`config.mk`:
```
export PLATFORM = sky130hd
export DESIGN_NAME = sport_status
export DESIGN_NICKNAME = d
export VERILOG_FILES = /design/src/rtl/sport_pkg.sv /design/src/rtl/sport_fifo.sv /design/src/rtl/sport_flags.sv /design/src/rtl/sport_overrun.sv /design/src/rtl/sport_status.sv
export SDC_FILE = /design/constraint.sdc
export NUM_CORES = 1
export LEC_CHECK = 0
export BUFFER_PORTS_ARGS = -buffer_cell sky130_fd_sc_hd__buf_2
export CAP_MARGIN = 20
export CORE_MARGIN = 2
export CORE_UTILIZATION = 30
export DETAILED_ROUTE_END_ITERATION = 8
export PLACE_DENSITY = 0.46
export SLEW_MARGIN = 40
export SYNTH_ARGS = -nofsm -noshare
export SYNTH_HDL_FRONTEND = slang
export SYNTH_HIERARCHICAL = 1
export SYNTH_SLANG_ARGS = --single-unit
export TNS_END_PERCENT = 50
```
`constraint.sdc`:
```
create_clock -name clk -period 3.05 [get_ports clk]
set_input_delay 0 -clock clk [delete_from_list [all_inputs] [get_ports clk]]
set_output_delay 0 -clock clk [all_outputs]
set_load 0.02 [all_outputs]
```
`src/rtl/sport_pkg.sv`:
```
package sport_pkg;

  typedef struct packed {
    logic rx_not_empty;
    logic busy;
    logic tx_service;
    logic rx_service;
  } sport_flags_t;

  // Transmit side wants data while its fill is not above the level.
  function automatic logic level_at_or_below(int unsigned fill, int unsigned level);
    return fill <= level;
  endfunction

  // Receive side wants draining once its fill reaches the level.
  function automatic logic level_at_or_above(int unsigned fill, int unsigned level);
    return fill >= level;
  endfunction

  // Sticky bit: a set request dominates a clear in the same cycle.
  function automatic logic sticky_next(logic cur, logic set_req, logic clr_req);
    return set_req | (cur & ~clr_req);
  endfunction

endpackage

```
`src/rtl/sport_fifo.sv`:
```
module sport_fifo #(
  parameter int DATA_W = 16,
  parameter int DEPTH  = 16
) (
  input  logic                       clk,
  input  logic                       rst_n,
  input  logic                       flush,
  input  logic                       push,
  input  logic [DATA_W-1:0]          wdata,
  input  logic                       pop,
  output logic [DATA_W-1:0]          rdata,
  output logic [$clog2(DEPTH+1)-1:0] count,
  output logic                       full,
  output logic                       drop
);

  localparam int AW = (DEPTH > 1) ? $clog2(DEPTH) : 1;
  localparam int CW = $clog2(DEPTH + 1);

  logic [DATA_W-1:0] mem [DEPTH];
  logic [AW-1:0]     wr_ptr;
  logic [AW-1:0]     rd_ptr;
  logic [CW-1:0]     count_q;
  logic [DATA_W-1:0] rdata_q;
  logic              empty;
  logic              push_ok;
  logic              pop_ok;

  function automatic logic [AW-1:0] ptr_inc(logic [AW-1:0] p);
    return (p == AW'(DEPTH - 1)) ? '0 : p + 1'b1;
  endfunction

  function automatic logic [CW-1:0] count_step(logic [CW-1:0] c, logic up, logic dn);
    logic [CW-1:0] r;
    unique case ({up, dn})
      2'b10:   r = c + 1'b1;
      2'b01:   r = c - 1'b1;
      default: r = c;
    endcase
    return r;
  endfunction

  assign full    = (count_q == CW'(DEPTH));
  assign empty   = (count_q == '0);
  assign push_ok = push & ~flush & ~full;
  assign pop_ok  = pop  & ~flush & ~empty;
  assign drop    = push & ~flush & full;

  always_ff @(posedge clk) begin
    if (push_ok) begin
      mem[wr_ptr] <= wdata;
    end
  end

  always_ff @(posedge clk or negedge rst_n) begin
    if (!rst_n) begin
      wr_ptr  <= '0;
      rd_ptr  <= '0;
      count_q <= '0;
      rdata_q <= '0;
    end else if (flush) begin
      wr_ptr  <= '0;
      rd_ptr  <= '0;
      count_q <= '0;
    end else begin
      if (push_ok) begin
        wr_ptr <= ptr_inc(wr_ptr);
      end
      if (pop_ok) begin
        rdata_q <= mem[rd_ptr];
        rd_ptr  <= ptr_inc(rd_ptr);
      end
      count_q <= count_step(count_q, push_ok, pop_ok);
    end
  end

  assign rdata = rdata_q;
  assign count = count_q;

endmodule

```
`src/rtl/sport_flags.sv`:
```
module sport_flags
  import sport_pkg::*;
#(
  parameter int CW = 5,
  parameter int TW = 4
) (
  input  logic          port_en,
  input  logic          shifter_active,
  input  logic [CW-1:0] tx_count,
  input  logic [CW-1:0] rx_count,
  input  logic [TW-1:0] tx_thresh,
  input  logic [TW-1:0] rx_thresh,
  input  logic          tx_irq_en,
  input  logic          rx_irq_en,
  input  logic          overrun,
  output sport_flags_t  flags,
  output logic          cpu_irq,
  output logic          tx_dma_req,
  output logic          rx_dma_req
);

  logic tx_low;
  logic rx_high;
  logic tx_irq_part;
  logic rx_irq_part;

  assign tx_low  = port_en & level_at_or_below(32'(tx_count), 32'(tx_thresh));
  assign rx_high = port_en & level_at_or_above(32'(rx_count), 32'(rx_thresh));

  always_comb begin
    flags              = '0;
    flags.rx_not_empty = (rx_count != '0);
    flags.busy         = port_en & shifter_active;
    flags.tx_service   = tx_low;
    flags.rx_service   = rx_high;
  end

  // Enables gate only the CPU path; the DMA lines see the raw flags.
  assign tx_irq_part = tx_low  & tx_irq_en;
  assign rx_irq_part = rx_high & rx_irq_en;
  assign cpu_irq     = tx_irq_part | rx_irq_part | overrun;
  assign tx_dma_req  = tx_low;
  assign rx_dma_req  = rx_high;

endmodule

```
`src/rtl/sport_overrun.sv`:
```
module sport_overrun
  import sport_pkg::*;
(
  input  logic clk,
  input  logic rst_n,
  input  logic set_evt,
  input  logic clr_evt,
  output logic flag
);

  logic flag_q;

  always_ff @(posedge clk or negedge rst_n) begin
    if (!rst_n) begin
      flag_q <= 1'b0;
    end else begin
      flag_q <= sticky_next(flag_q, set_evt, clr_evt);
    end
  end

  assign flag = flag_q;

endmodule

```
`src/rtl/sport_status.sv`:
```
module sport_status
  import sport_pkg::*;
#(
  parameter int DATA_W = 16,
  parameter int DEPTH  = 16,
  parameter int THR_W  = 4
) (
  input  logic                       clk,
  input  logic                       rst_n,
  input  logic                       port_en,
  input  logic                       shifter_active,
  input  logic [THR_W-1:0]           tx_thresh,
  input  logic [THR_W-1:0]           rx_thresh,
  input  logic                       tx_irq_en,
  input  logic                       rx_irq_en,
  input  logic                       tx_push,
  input  logic [DATA_W-1:0]          tx_wdata,
  input  logic                       tx_pop,
  output logic [DATA_W-1:0]          tx_rdata,
  input  logic                       rx_push,
  input  logic [DATA_W-1:0]          rx_wdata,
  input  logic                       rx_pop,
  output logic [DATA_W-1:0]          rx_rdata,
  input  logic                       ovr_clr_wr,
  input  logic                       ovr_clr_bit,
  output logic [$clog2(DEPTH+1)-1:0] tx_count,
  output logic [$clog2(DEPTH+1)-1:0] rx_count,
  output logic                       rx_not_empty,
  output logic                       busy,
  output logic                       tx_service,
  output logic                       rx_service,
  output logic                       overrun,
  output logic                       cpu_irq,
  output logic                       tx_dma_req,
  output logic                       rx_dma_req
);

  localparam int CW = $clog2(DEPTH + 1);

  // Named internal events, observed by the bound checker.
  logic         flush;
  logic         tx_full;
  logic         rx_full;
  logic         tx_drop_evt;
  logic         rx_drop_evt;
  logic         ovr_clr_evt;
  sport_flags_t flags;

  assign flush       = ~port_en;
  assign ovr_clr_evt = ovr_clr_wr & ovr_clr_bit;

  sport_fifo #(.DATA_W(DATA_W), .DEPTH(DEPTH)) u_tx_fifo (
    .clk   (clk),
    .rst_n (rst_n),
    .flush (flush),
    .push  (tx_push),
    .wdata (tx_wdata),
    .pop   (tx_pop),
    .rdata (tx_rdata),
    .count (tx_count),
    .full  (tx_full),
    .drop  (tx_drop_evt)
  );

  sport_fifo #(.DATA_W(DATA_W), .DEPTH(DEPTH)) u_rx_fifo (
    .clk   (clk),
    .rst_n (rst_n),
    .flush (flush),
    .push  (rx_push),
    .wdata (rx_wdata),
    .pop   (rx_pop),
    .rdata (rx_rdata),
    .count (rx_count),
    .full  (rx_full),
    .drop  (rx_drop_evt)
  );

  sport_overrun u_overrun (
    .clk     (clk),
    .rst_n   (rst_n),
    .set_evt (rx_drop_evt),
    .clr_evt (ovr_clr_evt),
    .flag    (overrun)
  );

  sport_flags #(.CW(CW), .TW(THR_W)) u_flags (
    .port_en        (port_en),
    .shifter_active (shifter_active),
    .tx_count       (tx_count),
    .rx_count       (rx_count),
    .tx_thresh      (tx_thresh),
    .rx_thresh      (rx_thresh),
    .tx_irq_en      (tx_irq_en),
    .rx_irq_en      (rx_irq_en),
    .overrun        (overrun),
    .flags          (flags),
    .cpu_irq        (cpu_irq),
    .tx_dma_req     (tx_dma_req),
    .rx_dma_req     (rx_dma_req)
  );

  assign rx_not_empty = flags.rx_not_empty;
  assign busy         = flags.busy;
  assign tx_service   = flags.tx_service;
  assign rx_service   = flags.rx_service;

endmodule

```
==> results.yml, run 1 <==
die:
  io_pins: 102
  std_cell_rows: 101
  chipWidth_um: 281
  dieArea_um2: 78700
  start_util_pct: 30.3
  coreArea_um2: 75800
  die_h_um: 281
worst_hold_path:
  worstHoldPathType: "input port to flip-flop"
  min_to: "u_rx_fifo/mem[1][14]$_DFFE_PP_"
  holdPathStages: 2
  holdCritStartpoint: "rx_wdata[14]"
clock_tree:
  cts_setup_buffers: 0
  cts_root_buf: "clkbuf_16"
  cts_tree: "yes"
  max-clock-path-buffers: 3
  clock_sinks: 571
  htreeDepth: 3
  cts-buffers-inserted: 66
  clk-insertion-delay-late_ns: 0.60
  clkSlewWorstSetupHoldPaths_ns: 0.06
power:
  p_per_area_nw_per_um2: 733
  power.share.clock_pct: 38.0
  switchingPower_mw: 5.34
  internal_power_mw: 15.0
  pwr-share-comb_pct: 16.5
  sw_frac_of_total_pct: 26.3
  power_frac_seq_pct: 45.5
  ir_drop_mv: 0.439
  leakagePower_nw: 9.20
  total_power_mw: 20.3
sta:
  hold_violations: 0
  fin_setup_tns_ns: 0
  setup_slack_ns: 0.356
  slew_headroom_pct: 52.2
  slew_viol_final: 0
  worst_pin_slew_ns: 0.717
  rsz0062_at_grt: "no"
  fin_skew_ns: 0.0365
  min_period_over_period_pct: 88.3
  max_freq_ghz: 0.371
  setup_viol: 0
  fin_crit_ns: 2.69
global_routing:
  met1_usage_pct: 18.3
  grtUsageMet3_pct: 2.70
  grt-ovfl-total: 0
  grt_use_total_pct: 14.0
  grtUsageMet2_pct: 23.5
  grt_pass1_vias: 12259
  grt_pass1_wl_um: 81100
  grt_max_degree: 68
  antenna_found_initial: 1
  grt.busiest_layer: "met2"
route:
  wl_per_cell_um: 22.5
  drt-pass1-iter-count: 4
  routed_via_density: 4.90
  wl_um: 54500
  drc_errors: 0
  ant_nets: 0
  drt_iter0_markers: 870
  num_vias: 11847
worst_setup_path:
  endpoint_kind: "flip-flop"
  ff2ff_setup_slack_ns: 0.36
  r2r_cells: 8
  critPathLaunch: "u_rx_fifo/count[3]$_DFFE_PN0P_"
  crit_type: "flip-flop to flip-flop"
  r2r-start: "u_rx_fifo/count[3]$_DFFE_PN0P_"
  cp_max_fo: 7
  cp.required_ns: 3.53
  rr_endpoint: "u_rx_fifo/count[4]$_DFFE_PN0P_"
  crit_arrival_ns: 3.17
  startpoint_type: "flip-flop"
synth:
  syn_nets: 1237
  synthCells: 1163
  postSynthAreaPerCell_um2: 19.7
  yosys_warnings: 6
  syn-cell-area_um2: 23000
placed_design:
  place_area_um2: 25100
  place_ws_ns: 0.390
  dp_hpwl_um: 32300
  gp_congestion: 0.764
  portBuffers: 101
final_layout:
  syn2layout_area_growth_pct: 20.6
  diodes: 0
  design_area_um2: 27700
  drive_gt1_share_pct: 30.9
  final_nets: 1463
job:
  maxCapViolations: 0
outcome:
  status: "finished clean"
-- metrics by stage --
| stage | hold slack (ns) | std cells | utilization (%) |
|---|---|---|---|
| after detailed placement | 0.137 | 2253 | 33.1 |
| after CTS | 0.0639 | 2417 | 36.5 |
| after floorplan | -0.296 | 1163 | - |
| final | 0.325 | 2419 | 36.5 |
| after global routing | 0.341 | 2419 | 36.5 |
| after global placement | 0.130 | 2253 | 33.1 |
-- registers in the layout, summed over array words and instances (netlist names) --
name / count
u_rx_fifo/wr_ptr: 4
u_rx_fifo/rdata: 16
u_tx_fifo/wr_ptr: 4
u_tx_fifo/rd_ptr: 4
u_tx_fifo/mem: 256
u_tx_fifo/count: 5
u_rx_fifo/count: 5
u_rx_fifo/rd_ptr: 4
u_overrun/flag: 1
u_tx_fifo/rdata: 16
u_rx_fifo/mem: 256
-- power by group through the flow --
stage	combinational, mW	clock [mW]	sequential, mW
finish	3.35	7.71	9.22
global route	3.66	8.22	9.28
CTS	3.42	7.95	9.24
detailed placement	3.36	0	9.39
global placement	3.36	0	9.39
floorplan	2.10	0	9.46
-- worst max-delay path: stages (launching register included) --
cell and delay (ns):
dfrtp_1 0.47, nor4_2 0.34, mux2i_1 0.38, xor2_1 0.12, ha_1 0.23, or3_2 0.42, a21oi_1 0.15, a22oi_1 0.11
mux2_1 0.33
-- per-layer routing --
layer / share of wire [%] / routed length (µm)
met1: 44 / 24000
met2: 50 / 27000
met3: 4.1 / 2250
met4: 2.3 / 1260
met5: 0 / 0
-- cell type report --
type | instances | area (µm²)
fill | 7025 | 48100
sequential | 571 | 16900
multi-input combinational | 499 | 5730
clock buffer | 100 | 1890
timing repair buffer | 221 | 1620
tap | 978 | 1220
clock inverter | 20 | 225
inverter | 30 | 113
-- cell usage in the layout (no fill, tap or decap), drive strengths merged, types with 7 or more instances in the layout --
master	count
xnor2	7
clkinv	13
and2	11
mux4	128
nand2	49
dfrtp	59
nor4	8
edfxtp	512
buf	176
ha	22
mux2i	72
nand3	11
inv	34
a21oi	18
o221ai	32
dlygate4sd3	45
clkbuf	100
nor2	41
nor3	10
-- what timing repair did --
action / CTS / global route
hold buffers: 44 / 1
endpoints found under the hold margin: 569 / 16
resized for setup: 0 / 0
-- worst max path at each step --
stage	slack (ns)	to
detailed placement	0.39	u_rx_fifo/count[4]$_DFFE_PN0P_
global route	0.13	u_rx_fifo/count[4]$_DFFE_PN0P_
floorplan	-0.11	u_tx_fifo/mem[15][0]$_DFFE_PP_
finish	0.36	u_rx_fifo/count[4]$_DFFE_PN0P_
global placement	0.41	u_rx_fifo/count[4]$_DFFE_PN0P_
CTS	0.35	u_rx_fifo/count[4]$_DFFE_PN0P_
Note: power is estimated with default switching activity, not from simulation.
==> inputs of run 2 (changes only) <==
Settings changed: PLACE_DENSITY 0.46 to 0.45.
Clock period 3.05 ns to 3.2 ns, I/O delays scaled along.
==> run 2 against run 1 <==
Sequential cell count unchanged. Largest power group unchanged. Sequential power decreased by 4.6%. Register-to-register slack got worse by 0.15 ns. Utilization about the same. Worst setup slack got worse by 0.15 ns. Power decreased by 5.0%. Global-route usage increased by 0.35 points. Worst hold slack got worse by 0.046 ns. Critical path depth decreased by 3. Fmax decreased by 10%. Cell area about the same. Count of clock-buffer cells in the layout decreased by 16.
==> results.yml, run 2 (synthesis gave the netlist of run 1 again) <==
sta:
  fin_setup_tns_ns: 0
  max_freq_ghz: 0.334
  rsz0062_at_grt: "no"
  slew_headroom_pct: 44.5
  fin_skew_ns: 0.0592
  min_period_over_period_pct: 93.6
  setup_slack_ns: 0.205
  worst_pin_slew_ns: 0.832
  slew_viol_final: 0
  setup_viol: 0
  fin_crit_ns: 3.00
  hold_violations: 0
final_layout:
  mostFrequentLayoutCell: "edfxtp_1"
  mostFrequentLayoutCells: "edfxtp_1 (512), mux4_2 (128), buf_2 (100)"
  design_area_um2: 27700
  top_regs: "u_rx_fifo/mem x256, u_tx_fifo/mem x256"
  layoutNonFillerInstCount: 2409
  diodes: 0
  syn2layout_area_growth_pct: 20.6
  final_nets: 1452
  seq_area_um2: 16900
  fill_cells: 6988
  drive_gt1_share_pct: 31.2
  multiInputGateArea_um2: 5730
placed_design:
  place_area_um2: 25100
  dp_hpwl_um: 33500
  place_ws_ns: 0.163
  portBuffers: 101
  dpl.cell_count: 2248
  gp_congestion: 0.759
die:
  coreArea_um2: 75800
  die_h_um: 281
  chipWidth_um: 281
  std_cell_rows: 101
  dieArea_um2: 78700
  start_util_pct: 30.3
  io_pins: 102
worst_setup_path:
  critPathLaunch: "u_tx_fifo/count[0]$_DFFE_PN0P_"
  r2r-start: "u_tx_fifo/count[0]$_DFFE_PN0P_"
  cp-endpoint: "u_tx_fifo/mem[1][11]$_DFFE_PP_"
  rr_endpoint: "u_tx_fifo/mem[1][11]$_DFFE_PP_"
  crit_arrival_ns: 3.32
  cp.required_ns: 3.52
  startpoint_type: "flip-flop"
  crit_type: "flip-flop to flip-flop"
  cp_max_fo: 10
  r2r_cells: 5
  endpoint_kind: "flip-flop"
  ff2ff_setup_slack_ns: 0.20
clock_tree:
  cts_setup_buffers: 0
  clkSlewWorstSetupHoldPaths_ns: 0.07
  cts-buffers-inserted: 61
  max-clock-path-buffers: 3
  cts_root_buf: "clkbuf_16"
  htreeDepth: 2
  clk-insertion-delay-late_ns: 0.65
  clock_sinks: 571
  cts_tree: "yes"
power:
  ir_drop_mv: 0.726
  p_per_area_nw_per_um2: 696
  leakagePower_nw: 9.19
route:
  wl_per_cell_um: 23.1
  drt-pass1-iter-count: 4
  ant_nets: 0
  drc_errors: 0
  drt_iter0_markers: 750
  wl_um: 55600
  num_vias: 11755
  routed_via_density: 4.88
worst_hold_path:
  worstHoldPathType: "input port to flip-flop"
global_routing:
  grt_max_degree: 48
  grt_use_total_pct: 14.3
  antenna_found_initial: 1
  grt_pass1_vias: 12593
  grt_pass1_wl_um: 83600
  grt-ovfl-total: 0
outcome:
  status: "finished clean"
job:
  maxCapViolations: 0
-- run 2: cell count changes in the layout (fill, tap and decap cells not counted), sizes merged --
cell / delta
clkbuf: -16
clkinv: +8
clkinvlp: +1
dlygate4sd3: -1
buf: -5
inv: -1
bufinv: +4
-- run 2: what timing repair did --
action / CTS / global route
hold endpoints to repair: 587 / 0
resized for setup: 0 / 0
setup endpoints to repair: 0 / 0
hold buffers: 45 / 0
-- run 2: critical path, stage by stage, from the launching register on --
cell and delay, ns:
dfrtp_1 0.54, or4_4 0.27, o21ai_0 0.19, nor4_1 0.63, and2_1 0.76, buf_4 0.30
-- run 2: through the flow --
step	power (mW)	hold WS [ns]	utilization, %
after floorplan	11.0	-0.296	-
after global placement	12.1	0.170	33.1
after detailed placement	12.2	0.0380	33.1
after CTS	19.6	0.245	36.5
after global routing	20.1	0.281	36.5
final	19.3	0.278	36.5
-- run 2: worst min-delay path by stage --
stage | startpoint | end | slack (ns) | depth (start not counted)
6_report | tx_wdata[6] | u_tx_fifo/mem[1][6]$_DFFE_PP_ | 0.28 | 2
5_1_grt | tx_wdata[6] | u_tx_fifo/mem[11][6]$_DFFE_PP_ | 0.28 | 2
4_1_cts | tx_wdata[6] | u_tx_fifo/mem[1][6]$_DFFE_PP_ | 0.25 | 2
3_5_place_dp | rst_n | u_overrun/flag$_DFF_PN0_ | 0.04 | 1
3_3_place_gp | rst_n | u_overrun/flag$_DFF_PN0_ | 0.17 | 1
2_1_floorplan | rst_n | u_overrun/flag$_DFF_PN0_ | -0.30 | 0
-- run 2: where the power goes --
group	total, mW	switching, mW	internal [mW]
clock network	7.29	2.93	4.36
logic	3.18	1.72	1.46
registers	8.80	0.369	8.43
-- run 2: final cells by class --
cell class | instances | area share (%)
inverter | 30 | 0.407
sequential | 571 | 60.9
tap | 978 | 4.42
clock inverter | 32 | 1.41
timing repair buffer | 215 | 5.86
multi-input combinational | 499 | 20.7
clock buffer | 84 | 6.26
-- run 2: layer usage --
| metal | up-vias | GRT usage [%] | part of all wire, % |
|---|---|---|---|
| met4 | 2 | 3.51 | 1.9 |
| met2 | 218 | 24.0 | 49 |
| met5 | - | 0 | 0.013 |
| met1 | 6270 | 19.5 | 45 |
| li1 | 5197 | - | - |
| met3 | 68 | 2.22 | 3.6 |
==> inputs of run 3 (changes only) <==
Settings changed: CORE_UTILIZATION 30 to 66, PLACE_DENSITY 0.45 to 0.85.
==> run 3 against run 2 <==
Clock skew shrank 0.038 ns. Fmax grew 5.2%. Largest cell class unchanged. Global-route usage grew 16 points. Largest power group unchanged.
==> results.yml, run 3 (synthesis gave the netlist of run 1 again) <==
worst_setup_path:
  crit_type: "flip-flop to flip-flop"
  crit_slowest_cell: "dfrtp_1"
  cp_max_fo: 11
  cp.required_ns: 3.68
  crit_arrival_ns: 3.33
  endpoint_kind: "flip-flop"
  startpoint_type: "flip-flop"
  cp_cell_sequence: "nor4_2, mux2i_1, xor2_1, ha_1, and3_1, a211o_2, a22oi_1, mux2_1"
  cpPeakStageDelay_ns: 0.50
clock_tree:
  hold_buffers: 45
  max-clock-path-buffers: 3
  cts_setup_buffers: 0
  htreeDepth: 2
  clk-insertion-delay-late_ns: 0.61
  clock_sinks: 571
  post_cts_resized: 0
  cts-buffers-inserted: 54
  cts_root_buf: "clkbuf_16"
  clkSlewWorstSetupHoldPaths_ns: 0.08
  cts_tree: "yes"
worst_hold_path:
  worstHoldPathType: "input port to flip-flop"
outcome:
  status: "finished clean"
placed_design:
  dp_hpwl_um: 28700
  place_area_um2: 24200
  gp_congestion: 0.856
  portBuffers: 101
  dpl.cell_count: 1702
sta:
  rsz0062_at_grt: "no"
  fin_setup_tns_ns: 0
  slew_viol_final: 0
  hold_violations: 0
  slew_headroom_pct: 39.7
  fin_crit_ns: 2.85
  fin_skew_ns: 0.0212
  min_period_over_period_pct: 89.0
  setup_viol: 0
  worst_pin_slew_ns: 0.902
  fin_hold_ws_ns: 0.306
  max_freq_ghz: 0.351
global_routing:
  antenna_found_initial: 2
  grt_use_total_pct: 30.5
  grt_pass1_wl_um: 79500
  grt-ovfl-total: 0
  grt_max_degree: 55
  grt_pass1_vias: 12835
die:
  start_util_pct: 66.8
  chipWidth_um: 190
  std_cell_rows: 68
  die_h_um: 190
  coreArea_um2: 34400
  dieArea_um2: 36300
  io_pins: 102
power:
  ir_drop_mv: 0.540
  power_frac_seq_pct: 48.4
  leakagePower_nw: 8.86
  sw_frac_of_total_pct: 26.5
  pwr-share-comb_pct: 17.0
  internal_power_mw: 13.4
  power.share.clock_pct: 34.6
  p_per_area_nw_per_um2: 692
  switchingPower_mw: 4.85
route:
  drt_iter0_markers: 1156
  wl_per_cell_um: 28.7
  wl_um: 53100
  drt-pass1-iter-count: 5
  num_vias: 12345
  drc_errors: 0
  routed_via_density: 6.67
  ant_nets: 0
final_layout:
  syn2layout_area_growth_pct: 15.1
  utilization_pct: 76.9
  final_nets: 1422
  mostFrequentLayoutCell: "edfxtp_1"
  layoutNonFillerInstCount: 1850
  mostFrequentLayoutCells: "edfxtp_1 (512), mux4_2 (128), buf_2 (100)"
  drive_gt1_share_pct: 29.6
  top_regs: "u_rx_fifo/mem x256, u_tx_fifo/mem x256"
  design_area_um2: 26400
job:
  maxCapViolations: 0
==> run 3: cell count changes in the layout (fill, tap and decap cells not counted), moves of 4 or more <==
cell and change:
and2_1 -8, clkinvlp_4 +4, buf_4 -18, nor2_2 -5, buf_12 -5, and2_2 +8, clkbuf_8 -7, clkinv_2 -7
clkbuf_16 -7
==> run 3: cell type report <==
class                      instances  area (µm²)
inverter                          30         113
antenna                            1        2.50
multi-input combinational        499        5740
clock buffer                      73        1470
timing repair buffer             192        1370
fill                            1729        7950
tap                              455         569
sequential                       571       16900
clock inverter                    29         287
==> run 3: worst paths after layout <==
check / startpoint / endpoint / slack [ns] / cells after the start
setup reg to reg: u_rx_fifo/count[1]$_DFFE_PN0P_ / u_rx_fifo/count[4]$_DFFE_PN0P_ / 0.35 / 8
hold / removal: rx_wdata[10] / u_rx_fifo/mem[7][10]$_DFFE_PP_ / 0.31 / 2
max in group asynchronous: rst_n / u_tx_fifo/rdata[6]$_DFFE_PN0P_ / 1.19 / 4
hold reg to reg: u_tx_fifo/rdata[12]$_DFFE_PN0P_ / u_tx_fifo/rdata[12]$_DFFE_PN0P_ / 0.49 / 2
setup / recovery: u_rx_fifo/count[1]$_DFFE_PN0P_ / u_rx_fifo/count[4]$_DFFE_PN0P_ / 0.35 / 8
min in group asynchronous: rst_n / u_tx_fifo/rdata[1]$_DFFE_PN0P_ / 0.49 / 3
==> run 3: power by group through the flow <==
stage	clock (mW)	sequential [mW]	combinational [mW]
floorplan	0	9.02	2.00
global placement	0	8.96	2.89
detailed placement	0	8.98	3.00
CTS	6.38	8.84	3.11
global route	6.66	8.87	3.33
finish	6.33	8.84	3.11
==> run 3: worst max-delay path, delay by kind of cell, from the launching register on <==
kind | cells | cell delay (ns)
multiplexers | 2 | 0.77
AND/OR/NAND/NOR | 2 | 0.59
AO/OA/AOI/OAI | 2 | 0.50
flip-flops | 1 | 0.50
adder cells (fa/ha/maj) | 1 | 0.23
XOR/XNOR | 1 | 0.14
==> run 3: routing by layer <==
layer | GRT usage (%) | vias up | wire length (µm)
li1 | - | 5134 | -
met1 | 39.3 | 6329 | 18700
met2 | 52.8 | 721 | 28300
met3 | 4.29 | 161 | 4130
met4 | 12.9 | 0 | 2050
met5 | 0 | - | 0
==> run 3: through the flow <==
stage / total power [mW] / setup slack, ns
global route: 18.9 / 0.291
CTS: 18.3 / 0.386
finish: 18.3 / 0.352
global placement: 11.8 / 0.412
floorplan: 11.0 / 0.0399
detailed placement: 12.0 / 0.397
